**config.mk**
```make
export PLATFORM = sky130hd
export DESIGN_NAME = mcb_phase_seq
export DESIGN_NICKNAME = d
export VERILOG_FILES = /design/src/rtl/mcb_pkg.sv /design/src/rtl/mcb_sclk_gen.sv /design/src/rtl/mcb_hsk_timer.sv /design/src/rtl/mcb_lane_io.sv /design/src/rtl/mcb_phase_seq.sv
export SDC_FILE = /design/constraint.sdc
export NUM_CORES = 1
export LEC_CHECK = 0
export BUFFER_PORTS_ARGS = -buffer_cell sky130_fd_sc_hd__buf_4
export CAP_MARGIN = 20
export CORE_ASPECT_RATIO = 0.8
export CORE_UTILIZATION = 25
export CTS_BUF_LIST = sky130_fd_sc_hd__clkbuf_4 sky130_fd_sc_hd__clkbuf_8
export DETAILED_ROUTE_END_ITERATION = 10
export HOLD_SLACK_MARGIN = 0.12
export SLEW_MARGIN = 10
export SYNTH_ARGS = -nofsm -noshare
export SYNTH_HDL_FRONTEND = slang
export SYNTH_SLANG_ARGS = --single-unit
```
**constraint.sdc**
```tcl
create_clock -name clk -period 2.1 [get_ports clk]
set_input_delay 0.21 -clock clk [delete_from_list [all_inputs] [get_ports clk]]
set_output_delay 0.21 -clock clk [all_outputs]
set_load 0.02 [all_outputs]
```
**src/rtl/mcb_pkg.sv**
```systemverilog
// Shared types and helpers for the memory card bus phase sequencer.
// Assumes a byte-wide data path and lane modes of 1, 4 or 8 lanes.
package mcb_pkg;

    localparam int BYTE_W = 8;
    localparam int CMD_BITS = 8;

    typedef enum logic [2:0] {
        PH_IDLE = 3'd0,
        PH_ARM  = 3'd1,
        PH_CMD  = 3'd2,
        PH_HSK  = 3'd3,
        PH_DATA = 3'd4
    } phase_e;

    // Index of the last beat of a byte for a lane mode.
    function automatic logic [2:0] last_beat_of(input logic [1:0] mode);
        case (mode)
            2'd0:    return 3'd7;
            2'd1:    return 3'd1;
            default: return 3'd0;
        endcase
    endfunction

endpackage

```
**src/rtl/mcb_sclk_gen.sv**
```systemverilog
// Free-running serial clock generator.
// Divides the system clock so that the serial clock toggles every DIV_HALF
// cycles. It flags the cycle in which a falling or rising toggle is
// registered, so that the other logic updates on the same edge.
// Assumes DIV_HALF >= 1.
module mcb_sclk_gen #(
    parameter int DIV_HALF = 2
) (
    input  logic clk,
    input  logic rst_n,
    output logic sclk,
    output logic fall_tk,
    output logic rise_tk
);
    localparam int CW = (DIV_HALF > 1) ? $clog2(DIV_HALF) : 1;
    localparam logic [CW-1:0] LAST = CW'(DIV_HALF - 1);

    logic [CW-1:0] cnt_q;
    logic          wrap;

    // Detect the end of a half period.
    always_comb begin
        wrap    = (cnt_q == LAST);
        fall_tk = wrap && sclk;
        rise_tk = wrap && !sclk;
    end

    // Count half periods and toggle the serial clock.
    always_ff @(posedge clk) begin
        if (!rst_n) begin
            cnt_q <= '0;
            sclk  <= 1'b1;
        end else if (wrap) begin
            cnt_q <= '0;
            sclk  <= ~sclk;
        end else begin
            cnt_q <= cnt_q + 1'b1;
        end
    end

endmodule

```
**src/rtl/mcb_hsk_timer.sv**
```systemverilog
// Handshake watcher.
// While active, it samples the data line at each rising serial edge. The
// first sample is kept as the reference, and a later sample that differs
// sets a sticky hit flag. If the sample count reaches the limit without a
// hit, a sticky expired flag is set instead. A hit on the final sample wins.
// clr holds the watcher idle and empties it.
module mcb_hsk_timer #(
    parameter int TMO_W = 8
) (
    input  logic             clk,
    input  logic             rst_n,
    input  logic             clr,
    input  logic             active,
    input  logic             rise_tk,
    input  logic             line,
    input  logic [TMO_W-1:0] limit,
    output logic             hit,
    output logic             expired
);
    logic [TMO_W-1:0] cnt_q;
    logic             have_ref_q;
    logic             ref_q;
    logic [TMO_W:0]   cnt_nxt;
    logic             differs;
    logic             sample;

    // Next count and change detection for the current sample.
    always_comb begin
        cnt_nxt = {1'b0, cnt_q} + 1'b1;
        differs = have_ref_q && (line != ref_q);
        sample  = active && rise_tk && !hit && !expired;
    end

    // Track the reference, the sample count and the outcome flags.
    always_ff @(posedge clk) begin
        if (!rst_n || clr) begin
            cnt_q      <= '0;
            have_ref_q <= 1'b0;
            ref_q      <= 1'b0;
            hit        <= 1'b0;
            expired    <= 1'b0;
        end else if (sample) begin
            cnt_q <= cnt_nxt[TMO_W-1:0];
            if (!have_ref_q) begin
                have_ref_q <= 1'b1;
                ref_q      <= line;
            end
            if (differs) begin
                hit <= 1'b1;
            end else if (cnt_nxt >= {1'b0, limit}) begin
                expired <= 1'b1;
            end
        end
    end

endmodule

```
**src/rtl/mcb_lane_io.sv**
```systemverilog
// Lane shifter for the data lanes.
// The transmit side loads a byte and presents its leading bits on 1, 4 or
// 8 lanes, shifting them out MSB first. The receive side assembles incoming
// beats into a byte in the same order. Mode 0 = 1 lane, 1 = 4 lanes,
// 2 or 3 = 8 lanes. Lanes not in use read as zero.
module mcb_lane_io
    import mcb_pkg::*;
(
    input  logic              clk,
    input  logic              rst_n,
    input  logic [1:0]        mode,
    input  logic              load,
    input  logic [BYTE_W-1:0] load_byte,
    input  logic              shift,
    input  logic              cap,
    input  logic [BYTE_W-1:0] lanes_in,
    output logic [BYTE_W-1:0] lanes_out,
    output logic [BYTE_W-1:0] cap_next
);
    logic [BYTE_W-1:0] tx_q;
    logic [BYTE_W-1:0] rx_q;

    // Present the leading bits of the transmit byte on the active lanes.
    always_comb begin
        case (mode)
            2'd0:    lanes_out = {7'b0, tx_q[7]};
            2'd1:    lanes_out = {4'b0, tx_q[7:4]};
            default: lanes_out = tx_q;
        endcase
    end

    // Merge the incoming beat behind the bits already received.
    always_comb begin
        case (mode)
            2'd0:    cap_next = {rx_q[6:0], lanes_in[0]};
            2'd1:    cap_next = {rx_q[3:0], lanes_in[3:0]};
            default: cap_next = lanes_in;
        endcase
    end

    // Load or advance the transmit register.
    always_ff @(posedge clk) begin
        if (!rst_n) begin
            tx_q <= '0;
        end else if (load) begin
            tx_q <= load_byte;
        end else if (shift) begin
            case (mode)
                2'd0:    tx_q <= {tx_q[6:0], 1'b0};
                2'd1:    tx_q <= {tx_q[3:0], 4'b0};
                default: tx_q <= '0;
            endcase
        end
    end

    // Accumulate received beats.
    always_ff @(posedge clk) begin
        if (!rst_n) begin
            rx_q <= '0;
        end else if (cap) begin
            rx_q <= cap_next;
        end
    end

endmodule

```
**src/rtl/mcb_phase_seq.sv**
```systemverilog
// Host-side phase sequencer for a three-wire memory card bus.
// It accepts one request at a time. It frames the transaction with the
// bus-state line, shifts out the command, waits for the card to flip the
// data line, and then moves req_len bytes on 1, 4 or 8 lanes. All host-side
// line changes fall on falling serial edges, and samples are taken on
// rising edges. Assumes wr_data is valid whenever wr_take is raised
// (show-ahead source), and that rd_valid is always accepted.
module mcb_phase_seq
    import mcb_pkg::*;
#(
    parameter int DIV_HALF = 2,
    parameter int LEN_W    = 4,
    parameter int TMO_W    = 8
) (
    input  logic             clk,
    input  logic             rst_n,
    input  logic             req_valid,
    output logic             req_ready,
    input  logic [7:0]       req_cmd,
    input  logic             req_write,
    input  logic [LEN_W-1:0] req_len,
    input  logic [1:0]       req_width,
    input  logic [TMO_W-1:0] hs_limit,
    input  logic [7:0]       wr_data,
    output logic             wr_take,
    output logic [7:0]       rd_data,
    output logic             rd_valid,
    output logic             xfer_done,
    output logic             xfer_err,
    output logic             bus_clk,
    output logic             bus_state,
    output logic [7:0]       bus_dout,
    output logic             bus_oe,
    input  logic [7:0]       bus_din
);
    localparam logic [LEN_W-1:0] ONE_BYTE = LEN_W'(1);
    localparam logic [2:0]       CMD_LAST = 3'(CMD_BITS - 1);

    phase_e           ph_q;
    logic             bs_q;
    logic             oe_q;
    logic             wr_q;
    logic [7:0]       cmd_q;
    logic [LEN_W-1:0] left_q;
    logic [1:0]       wid_q;
    logic [TMO_W-1:0] lim_q;
    logic [2:0]       beat_q;
    logic [2:0]       rbeat_q;
    logic             done_q;
    logic             err_q;
    logic             rdv_q;
    logic [7:0]       rdd_q;

    logic             fall_tk;
    logic             rise_tk;
    logic             hs_hit;
    logic             hs_exp;
    logic [1:0]       lane_mode;
    logic [2:0]       last_beat;
    logic [7:0]       lanes_out;
    logic [7:0]       cap_next;
    logic             sh_load;
    logic             sh_shift;
    logic [7:0]       sh_byte;
    logic             cap_en;
    logic             take;

    mcb_sclk_gen #(
        .DIV_HALF (DIV_HALF)
    ) u_sclk (
        .clk     (clk),
        .rst_n   (rst_n),
        .sclk    (bus_clk),
        .fall_tk (fall_tk),
        .rise_tk (rise_tk)
    );

    mcb_hsk_timer #(
        .TMO_W (TMO_W)
    ) u_hsk (
        .clk     (clk),
        .rst_n   (rst_n),
        .clr     (ph_q != PH_HSK),
        .active  (ph_q == PH_HSK),
        .rise_tk (rise_tk),
        .line    (bus_din[0]),
        .limit   (lim_q),
        .hit     (hs_hit),
        .expired (hs_exp)
    );

    mcb_lane_io u_lanes (
        .clk       (clk),
        .rst_n     (rst_n),
        .mode      (lane_mode),
        .load      (sh_load),
        .load_byte (sh_byte),
        .shift     (sh_shift),
        .cap       (cap_en),
        .lanes_in  (bus_din),
        .lanes_out (lanes_out),
        .cap_next  (cap_next)
    );

    // Lane mode and beat limit: the command is always serial.
    always_comb begin
        lane_mode = (ph_q == PH_DATA) ? wid_q : 2'd0;
        last_beat = (ph_q == PH_DATA) ? last_beat_of(wid_q) : CMD_LAST;
    end

    // Byte fetch, shifter control and receive capture strobes.
    always_comb begin
        take = fall_tk && wr_q &&
               (((ph_q == PH_HSK) && hs_hit && (left_q != '0)) ||
                ((ph_q == PH_DATA) && (beat_q == last_beat) && (left_q > ONE_BYTE)));
        sh_load  = (fall_tk && (ph_q == PH_ARM)) || take;
        sh_byte  = (ph_q == PH_ARM) ? cmd_q : wr_data;
        sh_shift = fall_tk &&
                   (((ph_q == PH_CMD) && (beat_q != CMD_LAST)) ||
                    ((ph_q == PH_DATA) && wr_q && (beat_q != last_beat)));
        cap_en   = rise_tk && (ph_q == PH_DATA) && !wr_q;
    end

    // Phase sequencing on falling serial edges.
    always_ff @(posedge clk) begin
        if (!rst_n) begin
            ph_q   <= PH_IDLE;
            bs_q   <= 1'b0;
            oe_q   <= 1'b0;
            wr_q   <= 1'b0;
            cmd_q  <= '0;
            left_q <= '0;
            wid_q  <= '0;
            lim_q  <= '0;
            beat_q <= '0;
            done_q <= 1'b0;
            err_q  <= 1'b0;
        end else begin
            done_q <= 1'b0;
            err_q  <= 1'b0;
            case (ph_q)
                PH_IDLE: begin
                    if (req_valid) begin
                        cmd_q  <= req_cmd;
                        wr_q   <= req_write;
                        left_q <= req_len;
                        wid_q  <= req_width;
                        lim_q  <= hs_limit;
                        ph_q   <= PH_ARM;
                    end
                end
                PH_ARM: begin
                    if (fall_tk) begin
                        ph_q   <= PH_CMD;
                        bs_q   <= 1'b1;
                        oe_q   <= 1'b1;
                        beat_q <= '0;
                    end
                end
                PH_CMD: begin
                    if (fall_tk) begin
                        if (beat_q == CMD_LAST) begin
                            ph_q <= PH_HSK;
                            bs_q <= 1'b0;
                            oe_q <= 1'b0;
                        end else begin
                            beat_q <= beat_q + 1'b1;
                        end
                    end
                end
                PH_HSK: begin
                    if (fall_tk) begin
                        if (hs_hit) begin
                            beat_q <= '0;
                            if (left_q == '0) begin
                                ph_q   <= PH_IDLE;
                                done_q <= 1'b1;
                            end else begin
                                ph_q <= PH_DATA;
                                bs_q <= 1'b1;
                                oe_q <= wr_q;
                            end
                        end else if (hs_exp) begin
                            ph_q   <= PH_IDLE;
                            done_q <= 1'b1;
                            err_q  <= 1'b1;
                        end
                    end
                end
                PH_DATA: begin
                    if (fall_tk) begin
                        if (beat_q == last_beat) begin
                            beat_q <= '0;
                            if (left_q == ONE_BYTE) begin
                                ph_q   <= PH_IDLE;
                                bs_q   <= 1'b0;
                                oe_q   <= 1'b0;
                                done_q <= 1'b1;
                            end else begin
                                left_q <= left_q - 1'b1;
                            end
                        end else begin
                            beat_q <= beat_q + 1'b1;
                        end
                    end
                end
                default: ph_q <= PH_IDLE;
            endcase
        end
    end

    // Receive beat counting and byte delivery on rising serial edges.
    always_ff @(posedge clk) begin
        if (!rst_n) begin
            rbeat_q <= '0;
            rdv_q   <= 1'b0;
            rdd_q   <= '0;
        end else begin
            rdv_q <= 1'b0;
            if (ph_q == PH_HSK) begin
                rbeat_q <= '0;
            end else if (cap_en) begin
                if (rbeat_q == last_beat) begin
                    rbeat_q <= '0;
                    rdv_q   <= 1'b1;
                    rdd_q   <= cap_next;
                end else begin
                    rbeat_q <= rbeat_q + 1'b1;
                end
            end
        end
    end

    // Port outputs.
    always_comb begin
        req_ready = (ph_q == PH_IDLE);
        wr_take   = take;
        rd_data   = rdd_q;
        rd_valid  = rdv_q;
        xfer_done = done_q;
        xfer_err  = err_q;
        bus_state = bs_q;
        bus_oe    = oe_q;
        bus_dout  = oe_q ? lanes_out : 8'h00;
    end

endmodule

```
==> metrics.csv <==
stage;metric;value;unit
setup_path;cp_slowest_cell;or3b_4;
grt;overflow;0;
die;die_area;0.01636;mm^2
clocking;clk_latency;0.38;ns
timing;rsz0062_at_grt;yes;
grt;grt_pass1_vias;3694;
synth;synth_mux_area_share;5.336;%
synth;async_flop_share;0;%
min_path;hp-start;bus_din[0];
grt;grt_max_degree;39;
clocking;clock-root-buffer;clkbuf_8;
routing;wire_per_inst;13.97;um
clocking;cts.sinks;74;
routing;via_per_inst;4.700;
synth;syn_inst;495;
die;dieHeight;114.6;um
placement;place_area;0.004855;mm^2
die;core.rowCount;40;
timing;fin_crit_sh;101.0;%
setup_path;ff2ff_path_depth;7;
setup_path;required;1.89;ns
synth;syn_area;0.003963;mm^2
grt;antenna_found_initial;0;
routing;drtAntennaViolNets;0;
synth;synth_area_leaders;dfxtp_1, nand2_1, a21oi_1;
finish;diodes;0;
routing;drt-total-wl;11400;um
placement;place_ws;-0.01799;ns
run_status;status;finished with violations;
min_path;min_to;u_lanes.rx_q[0]$_SDFFE_PN0P_;
setup_path;r2r_start;ph_q[0]$_SDFFE_PN0P_;
routing;vias;3835;
clocking;path_clk_slew;0.09;ns
synth;synth_compound_area_share;20.59;%
setup_path;path_class;reg -> out;
pwr;vdd_drop_max;289.2;uV
synth;yosysWarnings;0;
clocking;cts_buffers;9;
synth;syn-num-nets;551;
timing;timing.hold.ws;0.1634;ns
setup_path;regToRegEndpoint;u_lanes.tx_q[3]$_SDFFE_PN0P_;
synth;avgSynthCellArea;8.005;um^2
setup_path;ff2ff_setup_slack;0.02;ns
setup_path;critPathMaxStageDelay;0.45;ns
timing;timing.final.hold_violations;0;
timing;layout_setup_ws;-0.02071;ns
min_path;worstHoldPathType;in -> reg;
setup_path;critPathLaunchType;flop;
setup_path;path_cells;or3b_4 -> o21ba_2 -> o211ai_1 -> nand2_2 -> buf_6;
grt;gr-usage-all-layers;14.87;%
min_path;min_path_cells;3;
placement;place_hpwl;8415;um
synth;yosysMostFrequentCell;nand2_1;
die;die_w;142.8;um
finish;synthToLayoutAreaGrowth;35.68;%
synth;ys_ff_latch;74;
setup_path;cp_max_fo;7;
setup_path;end_kind;output pin;
die;pin_count;66;
timing;relSlewSlack;69.04;%
timing;final.min_clock_period;2.121;ns
synth;synth_top_family_by_area;simple AND/OR/NAND/NOR gates;
timing;tns;-0.02071;ns
finish;drive_gt1_share;26.24;%
finish;design_area;0.005376;mm^2
clocking;clockBufferDepth;2;
die;coreArea;0.01526;mm^2
grt;grt_pass1_wl;18580;um
routing;drc_errors;0;
pwr;p_leak;2.209;nW
synth;synth.top_cell.area_share;37.39;%
run_status;violations;negative setup slack;
timing;slew_viol_final;0;
synth;synth-xor-area-share;3.979;%
synth;synthAdderAreaFrac;4.421;%
routing;firstDrtPassIters;6;
timing;maxClockFrequency;0.4715;GHz
die;initial_utilization;25.96;%
placement;gp_congestion;0.8881;
clocking;h-tree-depth;3;
placement;portBuffers;65;
setup_path;cp.arrival;1.91;ns
timing;clock_skew;0.01229;ns
pwr;power.density;670.7;mW/mm^2
synth;synthFlopType;dfxtp_1;
synth;synth_simple_gate_area_share;24.00;%
finish;nNetsFinal;657;
clocking;cts_tree;built;
routing;drt_iter0_markers;240;
timing;setup_viol;1;
synth;synthTopCellsByCount;nand2_1, dfxtp_1, a21oi_1;
flow_run;drv_cap;0;
synth;synth.largest_area_cell;dfxtp_1;
timing;worst_pin_slew;0.4572;ns
synth;synth.distinct_cells;55;
synth;ys_seq_area_share;37.39;%
synth;synth-edff-count;0;
power breakdown:
group	internal [W]	switching, W
Sequential	0.00150	0.0000712
Clock	0.000573	0.000618
Combinational	0.000387	0.000460
Total	0.00246	0.00115
worst max-delay path: cells and delay by family, from the launching register on:
kind                   cells  cell delay [ns]
and+or+nand+nor            2             0.56
AOI/OAI and AO/OA          2             0.48
DFF                        1             0.35
buffers and inverters      1             0.14
logic make-up after synthesis:
family	after synthesis
flops	74
simple gates	201
mux	20
fa+ha+maj	14
compound gates	128
buf+inv	40
xor+xnor	18
sequential cells by signal, summed over array words and instances (netlist names):
name,cells
u_lanes.tx_q,8
wr_q,1
u_sclk.sclk,1
u_lanes.rx_q,7
cmd_q,8
bus_oe,1
wid_q,2
bus_state,1
u_sclk.cnt_q,1
xfer_done,1
ph_q,3
rd_data,8
u_hsk.ref_q,1
left_q,4
u_hsk.hit,1
rbeat_q,3
u_hsk.cnt_q,8
u_hsk.have_ref_q,1
u_hsk.expired,1
xfer_err,1
rd_valid,1
lim_q,8
beat_q,3
how the worst max path moves through the flow:
stage / startpoint / to / slack, ns
4_1_cts: ph_q[0]$_SDFFE_PN0P_ / wr_take / -0.05
5_1_grt: left_q[0]$_SDFFE_PN0P_ / wr_take / -0.10
3_3_place_gp: left_q[1]$_SDFFE_PN0P_ / u_lanes.tx_q[4]$_SDFFE_PN0P_ / 0.07
2_1_floorplan: ph_q[0]$_SDFFE_PN0P_ / rd_data[7]$_SDFFE_PN0P_ / 0.009
3_5_place_dp: left_q[1]$_SDFFE_PN0P_ / u_lanes.tx_q[3]$_SDFFE_PN0P_ / -0.02
6_report: ph_q[0]$_SDFFE_PN0P_ / wr_take / -0.02
area by class of cell:
| class | instances | area, um^2 |
|---|---|---|
| clock inverter | 7 | 87.58 |
| clock buffer | 9 | 123.9 |
| timing repair buffer | 123 | 987.2 |
| multi-input combinational | 381 | 2380 |
| fill | 1621 | 9888 |
| inverter | 12 | 45.04 |
| sequential | 74 | 1490 |
| tap | 210 | 262.8 |
repair_timing:
| action | in CTS | in global routing |
|---|---|---|
| endpoints found under the hold margin | 19 | 0 |
| pin swaps | 4 | 1 |
| setup endpoints to repair | 9 | 20 |
| hold buffers | 19 | 0 |
| cloned | 0 | 0 |
| buffers inserted | 5 | 1 |
| gates resized for setup | 16 | 8 |
placed cells by master, fill, tap and decap left out, drive strengths merged, types with 2 or more instances in the layout:
master | netlist | final
or3 | 5 | 5
nand3b | 3 | 3
ha | 14 | 14
nand3 | 4 | 4
clkbuf | 20 | 9
o211a | 7 | 7
nand2b | 7 | 7
xor2 | 12 | 12
a211oi | 3 | 3
a31oi | 3 | 3
or3b | 3 | 3
xnor2 | 6 | 6
a21oi | 46 | 46
clkinv | 1 | 5
inv | 11 | 13
dfxtp | 74 | 74
o21ai | 30 | 30
nor2 | 39 | 39
mux2i | 11 | 11
and3 | 9 | 9
a21boi | 5 | 5
mux2 | 9 | 9
buf | 8 | 104
nor3 | 6 | 6
nor3b | 4 | 4
and2 | 7 | 7
nor2b | 10 | 10
o22ai | 3 | 3
o211ai | 6 | 6
a2111oi | 2 | 2
dlygate4sd3 | 0 | 19
nand2 | 96 | 96
a22o | 3 | 3
o32a | 2 | 2
or2 | 2 | 2
a22oi | 10 | 10
through the flow:
step | util [%] | power, W | instances
floorplan | - | 0.002078 | 495
global placement | 31.80 | 0.002352 | 775
detailed placement | 31.80 | 0.002365 | 775
CTS | 35.02 | 0.003634 | 815
global route | 35.22 | 0.003812 | 816
finish | 35.22 | 0.003606 | 816
per-layer routing:
layer / track usage, % / wire, um / up-vias
met5: 0 / 0 / -
met4: 5.520 / 237 / 0
met3: 3.931 / 577 / 13
met2: 24.41 / 5315 / 91
met1: 18.64 / 5272 / 1798
li1: - / - / 1933
No activity file was read; power rests on OpenSTA's default activity.
